[src/rtl/scan_wrap_pkg.sv]
package scan_wrap_pkg;
  // bits in chain k for s state bits over c chains
  function automatic int chain_len(int s, int c, int k);
    return (s - k + c - 1) / c;
  endfunction

  // highest state index held by chain k (its serial output)
  function automatic int last_idx(int s, int c, int k);
    return k + c * ((s - 1 - k) / c);
  endfunction
endpackage

[src/rtl/scan_cell.sv]
module scan_cell (
  input  logic clk_i,
  input  logic rst_ni,
  input  logic test_i,
  input  logic d_i,
  input  logic sd_i,
  output logic q_o
);
  logic q_q;

  always_ff @(posedge clk_i or negedge rst_ni) begin
    if (!rst_ni) q_q <= 1'b0;
    else         q_q <= test_i ? sd_i : d_i;
  end

  assign q_o = q_q;

  p_shift_r3: assert property (@(posedge clk_i) disable iff (!rst_ni)
    test_i |=> q_o == $past(sd_i));
  p_capture_r2: assert property (@(posedge clk_i) disable iff (!rst_ni)
    !test_i |=> q_o == $past(d_i));
endmodule

[src/rtl/scan_next_state.sv]
module scan_next_state #(
  parameter int ACC_W = 4,
  parameter int CNT_W = 4,
  localparam int ST_W = ACC_W + CNT_W
) (
  input  logic [ST_W-1:0]  state_i,
  input  logic             en_i,
  input  logic [ACC_W-1:0] add_i,
  output logic [ST_W-1:0]  next_o
);
  logic [ACC_W-1:0] acc;
  logic [CNT_W-1:0] cnt;

  assign acc = state_i[ACC_W-1:0];
  assign cnt = state_i[ST_W-1:ACC_W];

  always_comb begin
    next_o = state_i;
    if (en_i) next_o = {cnt + CNT_W'(1), acc + add_i};
  end
endmodule

[src/rtl/scan_pin_mux.sv]
module scan_pin_mux #(
  parameter int OUT_W      = 4,
  parameter int NUM_CHAINS = 3
) (
  input  logic                  test_i,
  input  logic [OUT_W-1:0]      func_i,
  input  logic [NUM_CHAINS-1:0] so_i,
  output logic [OUT_W-1:0]      pin_o
);
  for (genvar k = 0; k < OUT_W; k++) begin : g_pin
    if (k < NUM_CHAINS) begin : g_shared
      assign pin_o[k] = test_i ? so_i[k] : func_i[k];
    end else begin : g_func
      assign pin_o[k] = func_i[k];
    end
  end
endmodule

[src/rtl/scan_wrap.sv]
module scan_wrap #(
  parameter int ACC_W      = 4,
  parameter int CNT_W      = 4,
  parameter int NUM_CHAINS = 3
) (
  input  logic             clk_i,
  input  logic             rst_ni,
  input  logic             test_i,
  input  logic             en_i,
  input  logic [ACC_W-1:0] data_i,
  output logic [ACC_W-1:0] data_o
);
  import scan_wrap_pkg::*;

  localparam int ST_W = ACC_W + CNT_W;

  logic [ST_W-1:0]       state_q;
  logic [ST_W-1:0]       next_d;
  logic [ST_W-1:0]       scan_d;
  logic [NUM_CHAINS-1:0] scan_out;

  scan_next_state #(.ACC_W(ACC_W), .CNT_W(CNT_W)) u_next (
    .state_i(state_q),
    .en_i   (en_i),
    .add_i  (data_i),
    .next_o (next_d)
  );

  for (genvar i = 0; i < ST_W; i++) begin : g_bit
    if (i < NUM_CHAINS) begin : g_head
      assign scan_d[i] = data_i[i];
    end else begin : g_link
      assign scan_d[i] = state_q[i-NUM_CHAINS];
    end
    scan_cell u_cell (
      .clk_i (clk_i),
      .rst_ni(rst_ni),
      .test_i(test_i),
      .d_i   (next_d[i]),
      .sd_i  (scan_d[i]),
      .q_o   (state_q[i])
    );
  end

  for (genvar k = 0; k < NUM_CHAINS; k++) begin : g_chain
    localparam int LAST = last_idx(ST_W, NUM_CHAINS, k);
    localparam int LEN  = chain_len(ST_W, NUM_CHAINS, k);
    assign scan_out[k] = state_q[LAST];

    if (LEN > 1) begin : g_flow
      // one shift moves the second-to-last bit onto the pin
      p_scan_out_r4: assert property (@(posedge clk_i) disable iff (!rst_ni)
        test_i && $past(test_i) |-> data_o[k] == $past(state_q[LAST-NUM_CHAINS]));
    end
  end

  scan_pin_mux #(.OUT_W(ACC_W), .NUM_CHAINS(NUM_CHAINS)) u_pins (
    .test_i(test_i),
    .func_i(state_q[ACC_W-1:0]),
    .so_i  (scan_out),
    .pin_o (data_o)
  );

  p_hold_r2: assert property (@(posedge clk_i) disable iff (!rst_ni)
    !test_i && !en_i |=> $stable(state_q));
endmodule

[config.mk]
export PLATFORM = sky130hd
export DESIGN_NAME = scan_wrap
export DESIGN_NICKNAME = d
export VERILOG_FILES = /design/src/rtl/scan_wrap_pkg.sv /design/src/rtl/scan_cell.sv /design/src/rtl/scan_next_state.sv /design/src/rtl/scan_pin_mux.sv /design/src/rtl/scan_wrap.sv
export SDC_FILE = /design/constraint.sdc
export NUM_CORES = 1
export LEC_CHECK = 0
export BUFFER_PORTS_ARGS = -buffer_cell sky130_fd_sc_hd__buf_2
export CORE_AREA = 2 2 39 41
export DETAILED_ROUTE_END_ITERATION = 10
export DIE_AREA = 0 0 41 43
export PLACE_DENSITY = 0.69
export REMOVE_ABC_BUFFERS = 1
export SETUP_SLACK_MARGIN = 0.05
export SLEW_MARGIN = 20
export SYNTH_ARGS = -nofsm -noshare
export SYNTH_HDL_FRONTEND = slang
export SYNTH_HIERARCHICAL = 1
export SYNTH_SLANG_ARGS = --single-unit
[constraint.sdc]
create_clock -name clk_i -period 2.79 [get_ports clk_i]
set_input_delay 0.4185 -clock clk_i [delete_from_list [all_inputs] [get_ports clk_i]]
set_output_delay 0.4185 -clock clk_i [all_outputs]
set_load 0.03 [all_outputs]
==> results_dict.tcl <==
set metrics [dict create \
    status "finished, final reports clean" \
    fp.dieW_um 41 \
    hold_violations 0 \
    critical_path.top_delay_family "adder cells" \
    wl_um 1094 \
    grt_overflow_total 0 \
    cts-root-buf "clkbuf_4" \
    dr_total_vias 420 \
    yosys.area_share.adder 0.1134 \
    slowest_delay_ns 0.43 \
    finalSetupViolCount 0 \
    drc_errors 0 \
    postRouteAntennaNets 0 \
    grt-busiest-layer "met2" \
    fp.coreArea_um2 1384 \
    numClockSinks 8 \
    nNetsFinal 78 \
    io_pins 12 \
    syn_avg_cell_area_um2 12.36 \
    grt_pass1_wl_um 1787 \
    diodes 0 \
    yosys_register_bits 8 \
    drt-initial-drc-count 7 \
    synth_compound_area_frac 0.06883 \
    initial_core_util 0.4467 \
    rrSetupSlack_ns 1.05 \
    clock_latency_ns 0.25 \
    syn_area_um2 618.1 \
    path_clk_slew_ns 0.06 \
    power.density_nw_per_um2 742.8 \
    tightest_slew_ns 0.3286 \
    drive_above_1_share 0.4444 \
    rows 14 \
    cts_tree "built" \
    syn_to_final_growth_pct 15.38 \
    hold_ws_ns 0.4162 \
    synth_cell_types 21 \
    placed_area_um2 680.7 \
    grt_start_max_net_pins 14 \
    crit_buf_inv 0 \
    layout_commonest_cell "buf_2" \
    clock.fmax_ghz 0.5757 \
    cts_buffer_depth 2 \
    grt_pass1_vias 426 \
    hp-class "input pin to register" \
    largest_reg_flops 8 \
    fin_skew_ns 0.006136 \
    critPathCaptureType "register" \
    slowest_stage "fa_1" \
    tns_ns 0 \
    dpl.hpwl_um 851.8 \
    grt_use_met3 0.01571 \
    seq_area_frac_synth 0.3239 \
    path_class "register to register" \
    vias_per_cell 5.316 \
    met2_usage 0.2188 \
    layout_setup_ws_ns 1.053 \
    peakVddDrop_v 0.0002223 \
    die_y_um 43 \
    fin_crit_sh 0.6226 \
    arrival_ns 1.88 \
    use_met1 0.1974 \
    fillers 125 \
    path_cells "ha_1, fa_1, mux2_2, mux2_4" \
    slew_headroom 0.7782 \
    first_pass_iters 4 \
    yosys_warnings 6 \
    dieArea_um2 1763 \
    grt_util_all_layers 0.1466 \
    cp.required_ns 2.93 \
    fin_crit_ns 1.737 \
    placed_cells 75 \
    slew_violations 0 \
    muxShareOfSynthArea 0.3198 \
    instances_no_fill 79 \
    preCtsSetupSlack_ns 0.9566 \
    leakage_nw 0.3274 \
    utilization 0.5154 \
    place_congestion 0.6605 \
    maxCapViolCount 0 \
    antenna_found_initial 0 \
    power_uw 529.7 \
    syn_inst 50 \
    numCtsBuffers 3 \
    port_buffers 11 \
    synth-simple-area-share 0.09109 \
    setup.worst_path.start_class "register" \
    crit_fanout 4 \
    rsz0062_at_grt "false" \
    cts_max_level 1 \
    final_cell_mix "buf_2, mux2_4, dfrtp_1" \
    synth_xor_area_frac 0.05668 \
    synth_top_family_by_area "multiplexers" \
    design_area_um2 713.2 \
    wl_per_cell_um 13.85 \
]
[worst reg2reg max path: cells and delay by family, from the launching register on]
kind | cells | cell delay (ns)
multiplexers | 2 | 0.53
flip-flops | 1 | 0.41
adder cells (fa/ha/maj) | 2 | 0.69
[report_power, final]
group | internal (mW) | switching (mW)
combinational | 0.134 | 0.113
sequential | 0.153 | 0.0426
clock | 0.0492 | 0.0382
total | 0.336 | 0.193
[area by class of cell]
class	instances	area (µm²)	share of cell area
clock buffers	3	22.52	0.03158
flip-flops and latches	8	200.2	0.2807
repair buffers	12	65.06	0.09123
multi-input cells	39	401.6	0.5632
inverters	1	3.754	0.005263
well taps	16	20.02	0.02807
[Yosys cell counts]
cell type / instances / area (µm²)
nand3b_1: 3 / 22.52
mux2_2: 6 / 67.56
nor2_1: 1 / 3.750
mux2i_1: 1 / 10.01
nand4bb_1: 1 / 11.26
xnor2_1: 3 / 26.28
a2111o_1: 1 / 11.26
o311ai_0: 1 / 8.760
dfrtp_1: 8 / 200.2
fa_1: 1 / 20.02
mux2_4: 8 / 120.1
nand3_1: 1 / 5.000
buf_2: 1 / 5.000
ha_1: 4 / 50.05
o211ai_1: 1 / 7.510
nand4_1: 1 / 6.260
buf_4: 1 / 7.510
nand2_1: 2 / 7.510
inv_1: 1 / 3.750
a21oi_1: 3 / 15.01
xor2_1: 1 / 8.760
[metal layers]
layer	vias up	wire, µm
met3	0	39
li1	212	-
met4	0	0
met5	-	0
met2	10	526
met1	198	528
[cell families after synthesis]
logic type,after synthesis
multiplexers,15
AND/OR/NAND/NOR,9
flip-flops,8
AO/OA/AOI/OAI,6
adder cells (fa/ha/maj),5
XOR/XNOR,4
buffers and inverters,3
[path summary, 6_finish.rpt]
check	start	endpoint	cells past startpoint
min	data_i[2]	g_bit[2].u_cell/q_o	2
max	g_bit[0].u_cell/q_o	g_bit[1].u_cell/q_o	4
min reg2reg	g_bit[0].u_cell/q_o	g_bit[3].u_cell/q_o	1
min in group asynchronous	rst_ni	g_bit[1].u_cell/q_o	2
max in group asynchronous	rst_ni	g_bit[6].u_cell/q_o	2
max reg2reg	g_bit[0].u_cell/q_o	g_bit[1].u_cell/q_o	4
[repair_timing]
action,CTS,global route
hold endpoints to repair,4,0
hold buffers,1,0
resized for setup,0,0
setup buffers,0,0
(Power assumes the default switching activity.)
